==> config.mk <==
export PLATFORM = sky130hd
export DESIGN_NAME = pll_seq_ctrl
export DESIGN_NICKNAME = d
export VERILOG_FILES = /design/src/rtl/pll_seq_pkg.sv /design/src/rtl/pll_seq_sync.sv /design/src/rtl/pll_seq_regs.sv /design/src/rtl/pll_seq_fsm.sv /design/src/rtl/pll_seq_ctrl.sv
export SDC_FILE = /design/constraint.sdc
export NUM_CORES = 1
export LEC_CHECK = 0
export CAP_MARGIN = 20
export CORE_MARGIN = 2
export CORE_UTILIZATION = 50
export DETAILED_ROUTE_END_ITERATION = 7
export GPL_ROUTABILITY_DRIVEN = 0
export GPL_TIMING_DRIVEN = 1
export PLACE_DENSITY = 0.85
export SLEW_MARGIN = 20
export SYNTH_ARGS = -nofsm -noshare
export SYNTH_HDL_FRONTEND = slang
export SYNTH_SLANG_ARGS = --single-unit
==> constraint.sdc <==
create_clock -name clk_i -period 5.5 [get_ports clk_i]
set_input_delay 0.825 -clock clk_i [delete_from_list [all_inputs] [get_ports clk_i]]
set_output_delay 0.825 -clock clk_i [all_outputs]
set_load 0.05 [all_outputs]
==> src/rtl/pll_seq_pkg.sv <==
package pll_seq_pkg;
  localparam int REF_W = 6;
  localparam int OUT_W = 4;
  localparam int FB_W  = 13;

  localparam logic [1:0] MODE_SLOW   = 2'd0;
  localparam logic [1:0] MODE_NORMAL = 2'd1;

  localparam logic [1:0] W_DIV  = 2'd0;
  localparam logic [1:0] W_MUL  = 2'd1;
  localparam logic [1:0] W_CMD  = 2'd2;
  localparam logic [1:0] W_CTRL = 2'd3;

  typedef struct packed {
    logic [REF_W-1:0] ref_div;
    logic [OUT_W-1:0] out_div;
    logic [FB_W-1:0]  fb_mul;
  } div_cfg_t;

  typedef enum logic [1:0] {
    ST_IDLE,
    ST_PROG,
    ST_SETTLE,
    ST_LOCK
  } seq_state_e;
endpackage

==> src/rtl/pll_seq_sync.sv <==
module pll_seq_sync #(
  parameter int STAGES = 2
) (
  input  logic clk_i,
  input  logic rst_ni,
  input  logic d_i,
  output logic q_o
);
  logic [STAGES-1:0] chain_q;

  for (genvar g = 0; g < STAGES; g++) begin : g_stage
    always_ff @(posedge clk_i or negedge rst_ni) begin
      if (!rst_ni) chain_q[g] <= 1'b0;
      else         chain_q[g] <= (g == 0) ? d_i : chain_q[(g == 0) ? 0 : g-1];
    end
  end

  assign q_o = chain_q[STAGES-1];
endmodule

==> src/rtl/pll_seq_regs.sv <==
module pll_seq_regs
  import pll_seq_pkg::*;
(
  input  logic        clk_i,
  input  logic        rst_ni,
  input  logic [1:0]  addr_i,
  input  logic [31:0] wdata_i,
  input  logic        we_i,
  input  logic        busy_i,
  input  logic        err_i,
  input  logic        lock_i,
  input  logic [1:0]  mode_i,
  input  logic        pll_rst_i,
  output div_cfg_t    cfg_o,
  output logic        start_o,
  output logic [31:0] rdata_o
);
  div_cfg_t cfg_q;
  logic     unused_wdata;

  assign unused_wdata = ^wdata_i;

  // r6_: request words frozen while a sequence runs
  always_ff @(posedge clk_i or negedge rst_ni) begin
    if (!rst_ni) begin
      cfg_q <= '0;
    end else if (we_i && !busy_i) begin
      if (addr_i == W_DIV) begin
        cfg_q.ref_div <= wdata_i[13:8];
        cfg_q.out_div <= wdata_i[3:0];
      end
      if (addr_i == W_MUL) cfg_q.fb_mul <= wdata_i[12:0];
    end
  end

  assign start_o = we_i && (addr_i == W_CMD) && wdata_i[0] && !busy_i;
  assign cfg_o   = cfg_q;

  always_comb begin
    unique case (addr_i)
      W_DIV:   rdata_o = {18'd0, cfg_q.ref_div, 4'd0, cfg_q.out_div};
      W_MUL:   rdata_o = {lock_i, 18'd0, cfg_q.fb_mul};
      W_CMD:   rdata_o = {30'd0, err_i, busy_i};
      default: rdata_o = {22'd0, mode_i, 2'd0, pll_rst_i, 5'd0};
    endcase
  end
endmodule

==> src/rtl/pll_seq_fsm.sv <==
module pll_seq_fsm
  import pll_seq_pkg::*;
#(
  parameter int SETTLE_CYC  = 1000,
  parameter int TIMEOUT_CYC = 4000,
  parameter bit TIMEOUT_EN  = 1'b1
) (
  input  logic     clk_i,
  input  logic     rst_ni,
  input  logic     start_i,
  input  div_cfg_t cfg_i,
  input  logic     lock_i,
  output div_cfg_t cfg_o,
  output logic [1:0] mode_o,
  output logic     pll_rst_o,
  output logic     busy_o,
  output logic     done_o,
  output logic     err_o
);
  localparam int MAX_CYC = (SETTLE_CYC > TIMEOUT_CYC) ? SETTLE_CYC : TIMEOUT_CYC;
  localparam int CNT_W   = $clog2(MAX_CYC + 1);
  localparam logic [CNT_W-1:0] SETTLE_LAST = CNT_W'(SETTLE_CYC - 1);
  localparam logic [CNT_W-1:0] TMO_LAST    = CNT_W'(TIMEOUT_CYC - 1);

  seq_state_e       state_q;
  logic [CNT_W-1:0] cnt_q;
  logic             tmo_hit;

  if (TIMEOUT_EN) begin : g_tmo
    assign tmo_hit = (cnt_q == TMO_LAST);
  end else begin : g_no_tmo
    assign tmo_hit = 1'b0;
  end

  always_ff @(posedge clk_i or negedge rst_ni) begin
    if (!rst_ni) begin
      state_q   <= ST_IDLE;
      cnt_q     <= '0;
      cfg_o     <= '0;
      mode_o    <= MODE_SLOW;
      pll_rst_o <= 1'b1;
      done_o    <= 1'b0;
      err_o     <= 1'b0;
    end else begin
      done_o <= 1'b0;
      unique case (state_q)
        ST_IDLE: if (start_i) begin
          // bypass and reset in the same step, before touching dividers
          mode_o    <= MODE_SLOW;
          pll_rst_o <= 1'b1;
          err_o     <= 1'b0;
          state_q   <= ST_PROG;
        end
        ST_PROG: begin
          cfg_o   <= cfg_i;
          cnt_q   <= '0;
          state_q <= ST_SETTLE;
        end
        ST_SETTLE: begin
          if (cnt_q == SETTLE_LAST) begin
            pll_rst_o <= 1'b0;
            cnt_q     <= '0;
            state_q   <= ST_LOCK;
          end else begin
            cnt_q <= cnt_q + CNT_W'(1);
          end
        end
        ST_LOCK: begin
          if (lock_i) begin
            mode_o  <= MODE_NORMAL;
            done_o  <= 1'b1;
            state_q <= ST_IDLE;
          end else if (tmo_hit) begin
            err_o   <= 1'b1;
            state_q <= ST_IDLE;
          end else begin
            cnt_q <= cnt_q + CNT_W'(1);
          end
        end
        default: state_q <= ST_IDLE;
      endcase
    end
  end

  assign busy_o = (state_q != ST_IDLE);
endmodule

==> src/rtl/pll_seq_ctrl.sv <==
module pll_seq_ctrl
  import pll_seq_pkg::*;
#(
  parameter int CLK_MHZ          = 100,
  parameter int SETTLE_US        = 10,
  parameter int LOCK_TIMEOUT_CYC = 4000,
  parameter bit LOCK_TIMEOUT_EN  = 1'b1,
  parameter int SYNC_STAGES      = 2
) (
  input  logic        clk_i,
  input  logic        rst_ni,
  input  logic [1:0]  addr_i,
  input  logic [31:0] wdata_i,
  input  logic        we_i,
  output logic [31:0] rdata_o,
  input  logic        lock_i,
  output logic [5:0]  ref_div_o,
  output logic [3:0]  out_div_o,
  output logic [12:0] fb_mul_o,
  output logic [1:0]  mode_o,
  output logic        pll_rst_o,
  output logic        busy_o,
  output logic        done_o,
  output logic        err_o
);
  localparam int SETTLE_CYC = SETTLE_US * CLK_MHZ;

  div_cfg_t req_cfg, app_cfg;
  logic     start, lock_s;

  pll_seq_sync #(.STAGES(SYNC_STAGES)) u_sync (
    .clk_i (clk_i),
    .rst_ni(rst_ni),
    .d_i   (lock_i),
    .q_o   (lock_s)
  );

  pll_seq_regs u_regs (
    .clk_i    (clk_i),
    .rst_ni   (rst_ni),
    .addr_i   (addr_i),
    .wdata_i  (wdata_i),
    .we_i     (we_i),
    .busy_i   (busy_o),
    .err_i    (err_o),
    .lock_i   (lock_s),
    .mode_i   (mode_o),
    .pll_rst_i(pll_rst_o),
    .cfg_o    (req_cfg),
    .start_o  (start),
    .rdata_o  (rdata_o)
  );

  pll_seq_fsm #(
    .SETTLE_CYC (SETTLE_CYC),
    .TIMEOUT_CYC(LOCK_TIMEOUT_CYC),
    .TIMEOUT_EN (LOCK_TIMEOUT_EN)
  ) u_fsm (
    .clk_i    (clk_i),
    .rst_ni   (rst_ni),
    .start_i  (start),
    .cfg_i    (req_cfg),
    .lock_i   (lock_s),
    .cfg_o    (app_cfg),
    .mode_o   (mode_o),
    .pll_rst_o(pll_rst_o),
    .busy_o   (busy_o),
    .done_o   (done_o),
    .err_o    (err_o)
  );

  assign ref_div_o = app_cfg.ref_div;
  assign out_div_o = app_cfg.out_div;
  assign fb_mul_o  = app_cfg.fb_mul;
endmodule

==> out/metrics.sh, run 1 <==
OUTCOME='finished, final reports clean'
TIMING.SLEW.HEADROOM_PCT=38.72
POST_SYNTH_MAIN_AREA_CONTRIBUTORS='sky130_fd_sc_hd__dfrtp_1 (51%), sky130_fd_sc_hd__mux2_2 (17%), sky130_fd_sc_hd__buf_4 (4.2%)'
GRT_FIRST_PASS_WIRELENGTH_MM=11.42
INITIAL_CORE_UTIL_PCT=50.85
CTS_RESIZED=0
REGTOREGSTARTPOINT='u_fsm.cnt_q[4]'
SYN_AREA_SQ_MM=0.003192
WL_MM=6.806
DIE_WIDTH_UM=83.90
TIMING.CRITICAL_PATH.MODE_CELL='sky130_fd_sc_hd__clkdlybuf4s50_1'
CRIT_FANOUT=15
IO_BUFFERS=62
DRV_SLEW=0
INSERTEDDIODECOUNT=0
SETUP_VIOL=0
WL_PER_CELL_UM=16.64
POST_CTS_SETUP_BUFS=0
FIN_WS_NS=1.422
SYNTH-XOR-AREA-SHARE_PCT=0.8232
TIMING_WORST_SLEW_PIN_VALUE_NS=0.9143
HOLD_BUFFERS=0
PLACEMENT.SETUP.WORST_SLACK_NS=1.430
IO-PIN-COUNT=99
NUM-NETS-FINAL=370
FMAX_MHz=245.2
CRITPATHMAXSTAGEDELAY_NS=1.02
DETAILEDROUTE.FIRSTITERATIONVIOLATIONS=122
TIMING.HOLD.WORST_ENDPOINT='u_sync.q_o'
CTS_ROOT_BUFFER='sky130_fd_sc_hd__clkbuf_8'
CTS_SINKS=66
LARGEST_FAMILY_OF_LOGIC_CELLS_BY_SYNTHESIZED_AREA='multiplexers'
NUMBER_OF_FLOPS_MAPPED_TO_ENABLE_CELLS_BY_YOSYS=0
YS_SEQ_AREA_SHARE_PCT=51.78
SYNTH_TOP_FLOP_CELL='sky130_fd_sc_hd__dfrtp_1'
CTS.REPORTEDPATHS.CLKPINSLEW_NS=0.07
WORST_HOLD_STARTPOINT='u_sync.chain_q[0]'
WORST-SETUP-PATH-TYPE='primary input to output port'
CRITICAL_PATH_REQUIRED_NS=4.68
CRITICAL_PATH.SLOWEST_CELL='sky130_fd_sc_hd__clkdlybuf4s50_1'
NUMBER_OF_ANTENNA_VIOLATIONS_AT_THE_FIRST_CHECK_IN_GLOBAL_ROUTING=0
REMAINING_DRC_ERRORS=0
CORE_REGION_AREA_SQ_MM=0.006277
DIE_AREA_SQ_MM=0.007038
RSZ0062_AT_GRT='no'
HOLDWS_NS=0.3507
SYNTH-ADDER-AREA-SHARE_PCT=1.960
POWER.DENSITY_mW_PER_MM2=259.0
CLOCK_TREE_FROM_TRITONCTS='done'
MIN_DELAY_PATH_DEPTH=0
FINAL-HOLD-VIOLATION-COUNT=0
SYNTH_COMPOUND_GATE_AREA_SHARE_PCT=9.330
VIAS_IN_THE_FIRST_GLOBAL_ROUTE=2318
FP.DIEH_UM=83.90
CLK_LATENCY_NS=0.34
GATE_COUNT_POST_SYNTH=261
SYNTH_TOP_AREA_CELL='sky130_fd_sc_hd__dfrtp_1'
SYNTHMUXAREASHARE_PCT=20.38
NUM_VIAS=2263
R2R_SETUP_SLK_NS=3.24
IR_DROP_mV=0.2386
CTS_MADE_BUFFERS=9
SYNTHMOSTINSTANTIATEDCELL='sky130_fd_sc_hd__dfrtp_1'
PLACEMENTROWS=29
FIN_CRIT_SH_PCT=74.15
POWER.STATIC_LEAKAGE_nW=1.908
PLACE_HPWL_MM=4.549
POSTSYNTHREGISTERBITS=66
MAX_CAP_VIOLATIONS=0
AREAGROWTHSYNTHTOFINISH_PCT=27.44
SYNTH.CELLS.MOST_FREQUENT='sky130_fd_sc_hd__dfrtp_1 (65), sky130_fd_sc_hd__mux2_2 (48), sky130_fd_sc_hd__buf_4 (18), sky130_fd_sc_hd__nor2_1 (13), sky130_fd_sc_hd__mux2i_1 (11)'
SYNTH-ASYNC-RESET-RATIO_PCT=100.0
FILLERS=495
DRT-VIAS-PER-INSTANCE=5.533
SYN_AVG_CELL_AREA_SQ_UM=12.23
GROUTE.USAGE.OVERALL_PCT=20.59
OVERFLOW=0
ROUTE.ANTENNA.REMAINING_NETS=0
CP.ARRIVAL_NS=3.25
FINAL.SETUP.TNS_NS=0
CRITICAL_PATH.ENDPOINT_TYPE='output port'
TIMING.HOLD.WORST.CLASS='flop to flop'
SYNTH_TOP_AREA_SHARE_PCT=50.96
REGTOREGENDPOINT='u_fsm.cnt_q[9]'
CTS-HTREE-LEVELS=3
CP_CELL_SEQUENCE='clkdlybuf4s50_1 > nor2b_1 > and2_1 > clkdlybuf4s50_1'
DRIVE_ABOVE_1_SHARE_PCT=22.89
GRT_START_MAX_NET_PINS=67
FIRST_PASS_ITERS=4
CRITPATHLAUNCHTYPE='primary input'
WORST_CLOCK_SKEW_NS=0.006606
MIN_PERIOD_NS=4.078
CTS.PATH.MAX_BUFFERS=2
YOSYS.AREA_SHARE.SIMPLE_PCT=9.839
YOSYSWARNINGS=0
CELL_DEPTH_OF_THE_WORST_FLOP_TO_FLOP_PATH=4
SYNTH_CELL_TYPES=45
kinds of logic (layout without fill, tap and decap cells):
group / count (synthesis) / count (layout)
adder cells (fa/ha/maj): 5 / 5
multiplexers: 59 / 59
XOR/XNOR: 3 / 3
flip-flops: 66 / 66
buffers and inverters: 31 / 85
AO/OA/AOI/OAI: 38 / 38
AND/OR/NAND/NOR: 58 / 58
other: 1 / 18
flip-flops by register name (all words and copies together), names as in the netlist:
register         count
u_sync.chain_q       1
u_fsm.cnt_q         12
u_fsm.pll_rst_o      1
u_fsm.state_q        2
u_regs.cfg_o        23
u_fsm.cfg_o         23
u_fsm.err_o          1
u_sync.q_o           1
u_fsm.done_o         1
u_fsm.mode_o         1
layer usage:
metal / wire, um / up-vias / part of all wire [%] / GRT usage (%)
met5: 0 / - / 0 / 0
met3: 467 / 12 / 6.9 / 7.122
met4: 117 / 0 / 1.7 / 9.091
met1: 2888 / 1145 / 42 / 25.67
met2: 3332 / 66 / 49 / 32.51
li1: - / 1040 / - / -
how the worst max path moves through the flow:
stage                     cells after the start     endpoint  slack, ns       from
after global placement                        4  rdata_o[31]       1.43  addr_i[0]
after floorplan                               3  rdata_o[13]       2.22  addr_i[0]
after global routing                          4  rdata_o[31]       1.35  addr_i[0]
after CTS                                     4  rdata_o[31]       1.42  addr_i[0]
after detailed placement                      4  rdata_o[31]       1.43  addr_i[0]
final                                         4  rdata_o[31]       1.42  addr_i[0]
final cells by class:
class / instances / area (sq um) / area share [%]
clock buffers: 10 / 137.6 / 3.384
repair buffers: 63 / 623.1 / 15.32
well taps: 77 / 96.34 / 2.369
inverters: 6 / 22.52 / 0.5537
flip-flops and latches: 66 / 1653 / 40.63
multi-input cells: 181 / 1421 / 34.94
clock inverters: 6 / 113.9 / 2.799
critical path, delay by kind of cell:
kind | cells | cell delay (ns)
buf+inv | 2 | 1.82
simple gates | 2 | 0.60
cells in the final DEF (no fill, tap or decap), drive strengths merged, types with 3 or more instances in the layout:
cell            n
nand2           9
dfrtp          65
xnor2           3
and2            5
a22o            8
nor3            4
o22ai           7
mux2           48
clkdlybuf4s50  61
ha              5
a21oi           5
nand2b          3
bufinv          3
o21ai           4
nand3           6
nor2           13
clkbuf         10
inv             6
nor2b           5
conb           18
mux2i          11
metrics by stage:
step | power, mW | utilization, % | cell area (sq um) | std cells
2_1_floorplan | 0.5413 | - | 3256 | 278
3_3_place_gp | 0.5587 | 60.75 | 3814 | 393
3_5_place_dp | 0.5591 | 60.75 | 3814 | 393
4_1_cts | 1.067 | 64.76 | 4065 | 409
5_1_grt | 1.089 | 64.80 | 4068 | 409
6_report | 1.054 | 64.80 | 4068 | 409
power breakdown:
group | total, mW | switching (mW) | internal, mW
Combinational | 0.0626 | 0.0468 | 0.0158
Clock | 0.504 | 0.190 | 0.314
Sequential | 0.486 | 0.000667 | 0.486
Total | 1.05 | 0.238 | 0.816
(Power assumes the default switching activity.)
==> inputs of run 2 (changes only) <==
Settings changed: CORE_UTILIZATION 50 to 47, PLACE_DENSITY 0.85 to 0.81.
Clock period 5.5 ns to 3.8 ns, I/O delays scaled along.
==> run 2 against run 1 <==
  * Clock skew is essentially flat
  * Critical endpoint is now rdata_o[9]
  * Sequential share of layout area grew 0.10 points
  * Routed wire length shrank 2.8%
  * Non-clock buffer count grew 4
  * Largest power group is now sequential cells
  * Die area grew 6.1%
  * Sequential power grew 45%
  * Design area shrank 0.25%
  * Clock power grew 29%
  * Power grew 37%
  * Setup slack lost 0.78 ns
  * Combinational power grew 47%
  * Highest routed layer unchanged
==> out/metrics.sh, run 2 (same netlist as run 1, synthesis figures left out) <==
FIN_CRIT_SH_PCT=83.03
FP.DIEH_UM=86.41  # +3.0%
DETAILEDROUTE.FIRSTITERATIONVIOLATIONS=81  # -34%
WORST_CLOCK_SKEW_NS=0.007019  # +0.0004127 ns
IO-PIN-COUNT=99  # unchanged
WL_MM=6.613  # -2.8%
GRT_FIRST_PASS_WIRELENGTH_MM=10.98  # -3.8%
REGTOREGENDPOINT='u_fsm.cnt_q[9]'
CTS_ROOT_BUFFER='sky130_fd_sc_hd__clkbuf_8'
CRITICAL_PATH.SLOWEST_CELL='sky130_fd_sc_hd__clkdlybuf4s50_1'
LAYOUTNONFILLERINSTCOUNT=416  # +1.7%
MAX_CAP_VIOLATIONS=0  # unchanged
SETUP_VIOL=0  # unchanged
POST_CTS_SETUP_BUFS=0  # unchanged
POWER.STATIC_LEAKAGE_nW=1.927  # +1.0%
CORE_REGION_AREA_SQ_MM=0.006681  # +6.4%
AREAGROWTHSYNTHTOFINISH_PCT=27.13
WORST-SETUP-PATH-TYPE='primary input to output port'
DRT-VIAS-PER-INSTANCE=5.401  # -2.4%
FIRST_PASS_ITERS=4  # unchanged
FINAL_COMMON_CELL='sky130_fd_sc_hd__dfrtp_1'
NUM-NETS-FINAL=374  # +1.1%
FILLERS=536  # +8.3%
CRITICAL_PATH.ENDPOINT_TYPE='output port'
FINAL-SEQ-AREA_SQ_MM=0.001653  # unchanged
OVERFLOW=0  # unchanged
CRITICAL_PATH_REQUIRED_NS=3.23  # -1.45 ns
CRITICAL-PATH-TOP-DELAY-FAMILY='buffers and inverters'
IR_DROP_mV=0.2500  # +4.8%
GROUTE.USAGE.OVERALL_PCT=18.96  # -1.6 points
FINISH.UTILIZATION_PCT=60.73  # -4.1 points
CP.DEPTH=5  # +1
LAYOUT_COMMON_CELLS='sky130_fd_sc_hd__dfrtp_1 (65), sky130_fd_sc_hd__clkdlybuf4s50_1 (57), sky130_fd_sc_hd__mux2_2 (48)'
OUTCOME='finished, final reports clean'
STARTPOINT='addr_i[0]'
TIMING.CRITICAL_PATH.MODE_CELL='sky130_fd_sc_hd__clkdlybuf4s50_1'
INSERTEDDIODECOUNT=0  # unchanged
CLK_LATENCY_NS=0.35  # about the same
HOLDWS_NS=0.2106  # -0.1401 ns
PLACE_HPWL_MM=4.636  # +1.9%
ENDPOINT='rdata_o[9]'
FINAL-HOLD-VIOLATION-COUNT=0  # unchanged
DRIVE_ABOVE_1_SHARE_PCT=24.40  # +1.5 points
RSZ0062_AT_GRT='no'
CTS_MADE_BUFFERS=9  # unchanged
FMAX_MHz=316.9
DIE_AREA_SQ_MM=0.007467  # +6.1%
CTS_RESIZED=0  # unchanged
CTS.PATH.MAX_BUFFERS=2  # unchanged
CTS_SINKS=66  # unchanged
TIMING.SLEW.HEADROOM_PCT=42.67  # +4.0 points
VIAS_IN_THE_FIRST_GLOBAL_ROUTE=2285  # -1.4%
CP_CELL_SEQUENCE='clkdlybuf4s50_1 > buf_4 > mux2i_1 > nor2_1 > clkdlybuf4s50_1'
PATH_BUF_INV=3  # +1
TIMING_WORST_SLEW_PIN_VALUE_NS=0.8553  # -0.05896 ns
CLOCK_TREE_FROM_TRITONCTS='done'
TIMING.HOLD.WORST.CLASS='primary input to asynchronous set/reset pin'
WL_PER_CELL_UM=15.90  # -4.5%
ROUTE.ANTENNA.REMAINING_NETS=0  # unchanged
INITIAL_CORE_UTIL_PCT=47.77  # -3.1 points
CTS-HTREE-LEVELS=3  # unchanged
REMAINING_DRC_ERRORS=0  # unchanged
TOP_REGS='u_fsm.cfg_o (23), u_regs.cfg_o (23), u_fsm.cnt_q (12)'
CRIT_FANOUT=9  # -6
GRT_START_MAX_NET_PINS=45  # -33%
R2R_SETUP_SLK_NS=1.49  # -1.75 ns
PLACEMENTROWS=30  # +3.4%
CRITPATHMAXSTAGEDELAY_NS=0.81  # -0.21 ns
FIN_WS_NS=0.6447  # -0.7772 ns
PLACEDCELLCOUNT=400  # +1.8%
MULTIINPUTGATEAREA_SQ_MM=0.001419  # -0.18%
NUMBER_OF_ANTENNA_VIOLATIONS_AT_THE_FIRST_CHECK_IN_GLOBAL_ROUTING=0  # unchanged
MIN_PERIOD_NS=3.155
PLACEMENT.SETUP.WORST_SLACK_NS=0.6413  # -0.7890 ns
HOLD_BUFFERS=0  # unchanged
DRV_SLEW=0  # unchanged
IO_BUFFERS=62  # unchanged
NUM_VIAS=2247  # -0.71%
REGTOREGSTARTPOINT='u_fsm.cnt_q[3]'
DIE_WIDTH_UM=86.41  # +3.0%
FINAL.SETUP.TNS_NS=0  # unchanged
CRITPATHLAUNCHTYPE='primary input'
CP.ARRIVAL_NS=2.59  # -0.66 ns
POWER.DENSITY_mW_PER_MM2=356.8  # +38%
CELL_DEPTH_OF_THE_WORST_FLOP_TO_FLOP_PATH=4  # unchanged
CTS.REPORTEDPATHS.CLKPINSLEW_NS=0.08  # about the same
==> run 2: changes by cell type in the layout (fill, tap and decap cells not counted), sizes merged <==
cell and delta:
bufinv -1, clkdlybuf4s50 -4, inv +1, clkinvlp -1
buf +8, clkinv +1
==> run 2: worst register-to-register path: stages, from the launching register on <==
cell	delay, ns
sky130_fd_sc_hd__dfrtp_1	0.46
sky130_fd_sc_hd__or4_4	0.56
sky130_fd_sc_hd__o41ai_4	0.64
sky130_fd_sc_hd__a21oi_2	0.19
sky130_fd_sc_hd__a221o_1	0.34
==> run 2: layout make-up <==
cell class / count / share of cell area [%]
timing repair buffer: 67 / 15.91
inverter: 6 / 0.5550
tap: 80 / 2.467
sequential: 66 / 40.73
clock inverter: 6 / 2.220
clock buffer: 10 / 3.145
multi-input combinational: 181 / 34.97
==> run 2: routing by layer <==
metal	vias to the layer above	global-route usage, %	wire length [um]
li1	1047	-	-
met1	1127	23.81	2837
met2	64	29.79	3173
met3	9	7.714	512
met4	0	6.534	90
met5	-	0	0
==> run 2: how the worst min path moves through the flow <==
stage | cells past startpoint | from | end | slack [ns]
global placement | 0 | u_sync.chain_q[0] | u_sync.q_o | 0.34
finish | 1 | rst_ni | u_fsm.cnt_q[11] | 0.21
CTS | 0 | u_sync.chain_q[0] | u_sync.q_o | 0.36
floorplan | 0 | rst_ni | u_fsm.cfg_o[0] | 0.27
global route | 1 | rst_ni | u_fsm.cnt_q[8] | 0.25
detailed placement | 0 | u_sync.chain_q[0] | u_sync.q_o | 0.34
==> run 2: where the power goes <==
group,internal [mW],switching [mW]
clock network,0.372,0.280
logic,0.0241,0.0679
registers,0.703,0.000931
total,1.10,0.349
==> run 2: through the flow <==
stage	cell area, sq um	total power, mW
3_5_place_dp	3837	0.8101
4_1_cts	4055	1.464
5_1_grt	4058	1.501
3_3_place_gp	3837	0.8098
2_1_floorplan	3256	0.7834
6_report	4058	1.448
==> inputs of run 3 (changes only) <==
Settings changed: CORE_UTILIZATION 47 to 42, PLACE_DENSITY 0.81 to 0.76.
Clock period 3.8 ns to 2.9 ns, I/O delays scaled along.
==> run 3 against run 2 <==
  * Global-route usage shrank 0.98 points
  * Worst hold slack lost 0.033 ns
  * Setup slack lost 0.20 ns
  * Clock skew grew 0.0019 ns
  * Combinational power grew 37%
  * Largest power group unchanged
  * First-iteration DRC count shrank 7.4%
  * Non-clock buffer count grew 2
  * Cell count grew 4.8%
  * Design area grew 4.5%
  * Power grew 24%
  * Via count grew 0.31%
  * Flip-flop and latch count is the same
==> out/metrics.sh, run 3 (same netlist as run 1, synthesis figures left out) <==
OUTCOME='finished, final reports clean'
CTS-HTREE-LEVELS=3  # unchanged
CTS.PATH.MAX_BUFFERS=2  # unchanged
MAX_CAP_VIOLATIONS=0  # unchanged
CTS_SINKS=66  # unchanged
WL_MM=6.853  # +3.6%
POWER.STATIC_LEAKAGE_nW=1.981  # +2.8%
CTS_MADE_BUFFERS=9  # unchanged
WL_PER_CELL_UM=15.72  # -1.1%
FINISH.UTILIZATION_PCT=58.17  # -2.6 points
CORE_REGION_AREA_SQ_MM=0.007292  # +9.1%
SHARE_SEQ_OF_TOTAL_POWER_PCT=51.4  # +2.8 points
FIN_CRIT_SH_PCT=84.71
CRITICAL_PATH.ENDPOINT_TYPE='output port'
GRT_START_MAX_NET_PINS=35  # -22%
GRT_FIRST_PASS_WIRELENGTH_MM=11.65  # +6.1%
WORST_CLOCK_SKEW_NS=0.008912  # +0.001893 ns
WORST-SETUP-PATH-TYPE='flop to output port'
CRIT_FANOUT=7  # -2
CP.ARRIVAL_NS=2.02  # -0.57 ns
CRITPATHLAUNCHTYPE='flop'
FILLERS=631  # +18%
REGTOREGSTARTPOINT='u_fsm.cnt_q[4]'
ROUTE.ANTENNA.REMAINING_NETS=0  # unchanged
TIMING.SLEW.HEADROOM_PCT=46.73  # +4.1 points
GROUTE.USAGE.OVERALL_PCT=17.98  # -0.98 points
CRITICAL_PATH.SLOWEST_CELL='sky130_fd_sc_hd__clkdlybuf4s50_1'
CLOCK_TREE_FROM_TRITONCTS='done'
CELL_DEPTH_OF_THE_WORST_FLOP_TO_FLOP_PATH=4  # unchanged
DRIVE_ABOVE_1_SHARE_PCT=28.19  # +3.8 points
POST_CTS_SETUP_BUFS=0  # unchanged
LAYOUTNONFILLERINSTCOUNT=436  # +4.8%
FINAL-HOLD-VIOLATION-COUNT=0  # unchanged
REMAINING_DRC_ERRORS=0  # unchanged
CRITICAL-PATH-TOP-DELAY-FAMILY='buffers and inverters'
NUM-NETS-FINAL=376  # +0.53%
R2R_SETUP_SLK_NS=0.62  # -0.87 ns
NUM_VIAS=2254  # +0.31%
MIN_PERIOD_NS=2.457
VIAS_IN_THE_FIRST_GLOBAL_ROUTE=2343  # +2.5%
TIMING_WORST_SLEW_PIN_VALUE_NS=0.7991  # -0.05619 ns
SETUP_VIOL=0  # unchanged
DETAILEDROUTE.FIRSTITERATIONVIOLATIONS=75  # -7.4%
OVERFLOW=0  # unchanged
FINALPOWER_mW=1.797  # +24%
IR_DROP_mV=0.3176  # +27%
FINAL_COMMON_CELL='sky130_fd_sc_hd__dfrtp_1'
POWER.DENSITY_mW_PER_MM2=423.6  # +19%
POWER.NET_SWITCHING_mW=0.4468  # +28%
PLACE_HPWL_MM=5.029  # +8.5%
PLACEDCELLCOUNT=421  # +5.3%
CELLINTERNALPOWER_mW=1.350  # +23%
CTS_ROOT_BUFFER='sky130_fd_sc_hd__clkbuf_8'
AREAGROWTHSYNTHTOFINISH_PCT=32.89
DRV_SLEW=0  # unchanged
CTS_RESIZED=0  # unchanged
CRITICAL_PATH_REQUIRED_NS=2.47  # -0.76 ns
FMAX_MHz=407.1
REGTOREGENDPOINT='u_fsm.cnt_q[9]'
IO_BUFFERS=62  # unchanged
DIE_WIDTH_UM=91.18  # +5.5%
PLACEMENTROWS=31  # +3.3%
INITIAL_CORE_UTIL_PCT=43.77  # -4.0 points
CP_CELL_SEQUENCE='inv_1 > ha_1 > inv_1 > clkdlybuf4s50_1'
CRITPATHMAXSTAGEDELAY_NS=0.82  # about the same
DRT-VIAS-PER-INSTANCE=5.170  # -4.3%
CTS.REPORTEDPATHS.CLKPINSLEW_NS=0.07  # about the same
PATH_BUF_INV=3  # unchanged
TIMING.HOLD.WORST.CLASS='primary input to asynchronous set/reset pin'
HOLDWS_NS=0.1780  # -0.03259 ns
HOLD_BUFFERS=0  # unchanged
PWR-SHARE-COMB_PCT=7.0  # +0.6 points
FP.DIEH_UM=91.18  # +5.5%
FIRST_PASS_ITERS=4  # unchanged
TIMING.CRITICAL_PATH.MODE_CELL='sky130_fd_sc_hd__inv_1'
DIE_AREA_SQ_MM=0.008313  # +11%
INSERTEDDIODECOUNT=0  # unchanged
FINAL.SETUP.TNS_NS=0  # unchanged
RSZ0062_AT_GRT='no'
SWSHARE_PCT=24.87  # +0.78 points
NUMBER_OF_ANTENNA_VIOLATIONS_AT_THE_FIRST_CHECK_IN_GLOBAL_ROUTING=0  # unchanged
TOP_REGS='u_fsm.cfg_o (23), u_regs.cfg_o (23), u_fsm.cnt_q (12)'
CLOCK_POWER_SHARE_PCT=41.6  # -3.4 points
CLK_LATENCY_NS=0.34  # about the same
IO-PIN-COUNT=99  # unchanged
LAYOUT_COMMON_CELLS='sky130_fd_sc_hd__dfrtp_1 (65), sky130_fd_sc_hd__mux2_2 (48), sky130_fd_sc_hd__clkdlybuf4s50_1 (46)'
run 3: changes by cell type in the layout (fill, tap and decap cells not counted), sizes merged:
| cell | change |
|---|---|
| clkdlybuf4s50 | -11 |
| bufinv | -1 |
| clkbuf | -1 |
| clkinvlp | +3 |
| inv | -1 |
| buf | +13 |
| clkinv | -1 |
run 3: worst max-delay path by stage:
stage	startpoint	endpoint	slack [ns]	cells after the start
5_1_grt	u_fsm.state_q[1]	busy_o	0.37	4
4_1_cts	u_fsm.state_q[1]	busy_o	0.39	4
6_report	u_fsm.state_q[1]	busy_o	0.44	4
3_5_place_dp	addr_i[1]	u_regs.cfg_o[9]	0.56	5
3_3_place_gp	addr_i[0]	u_regs.cfg_o[4]	0.58	5
2_1_floorplan	addr_i[0]	rdata_o[13]	0.40	3
run 3: area by class of cell:
type,count,area [sq um],share of cell area [%]
Tap cell,99,123.9,2.920
Sequential cell,66,1653,38.97
Clock buffer,9,123.9,2.920
Clock inverter,6,68.82,1.622
Inverter,6,22.52,0.5310
Multi-Input combinational cell,181,1419,33.45
Timing Repair Buffer,69,830.8,19.59
run 3: power by group through the flow:
stage,clock network (mW),registers [mW],logic (mW)
floorplan,0,0.940,0.0863
global route,0.814,0.922,0.137
detailed placement,0,0.940,0.128
CTS,0.773,0.923,0.128
finish,0.748,0.923,0.126
global placement,0,0.940,0.127
run 3: through the flow:
step,setup slack (ns),instance area [sq um]
6_report,0.4434,4242
4_1_cts,0.3945,4242
2_1_floorplan,0.4047,3256
3_3_place_gp,0.5762,4049
5_1_grt,0.3705,4242
3_5_place_dp,0.5618,4049
run 3: per-layer routing:
| metal | vias up | routed length (um) | global-route usage, % |
|---|---|---|---|
| li1 | 1056 | - | - |
| met1 | 1133 | 2935 | 21.66 |
| met2 | 58 | 3349 | 28.95 |
| met3 | 7 | 505 | 8.050 |
| met4 | 0 | 62 | 5.556 |
| met5 | - | 0 | 0 |
run 3: worst register-to-register path, delay by kind of cell, from the launching register on:
kind | cells | cell delay [ns]
and+or+nand+nor | 1 | 0.58
DFF | 1 | 0.44
AOI/OAI and AO/OA | 3 | 1.15
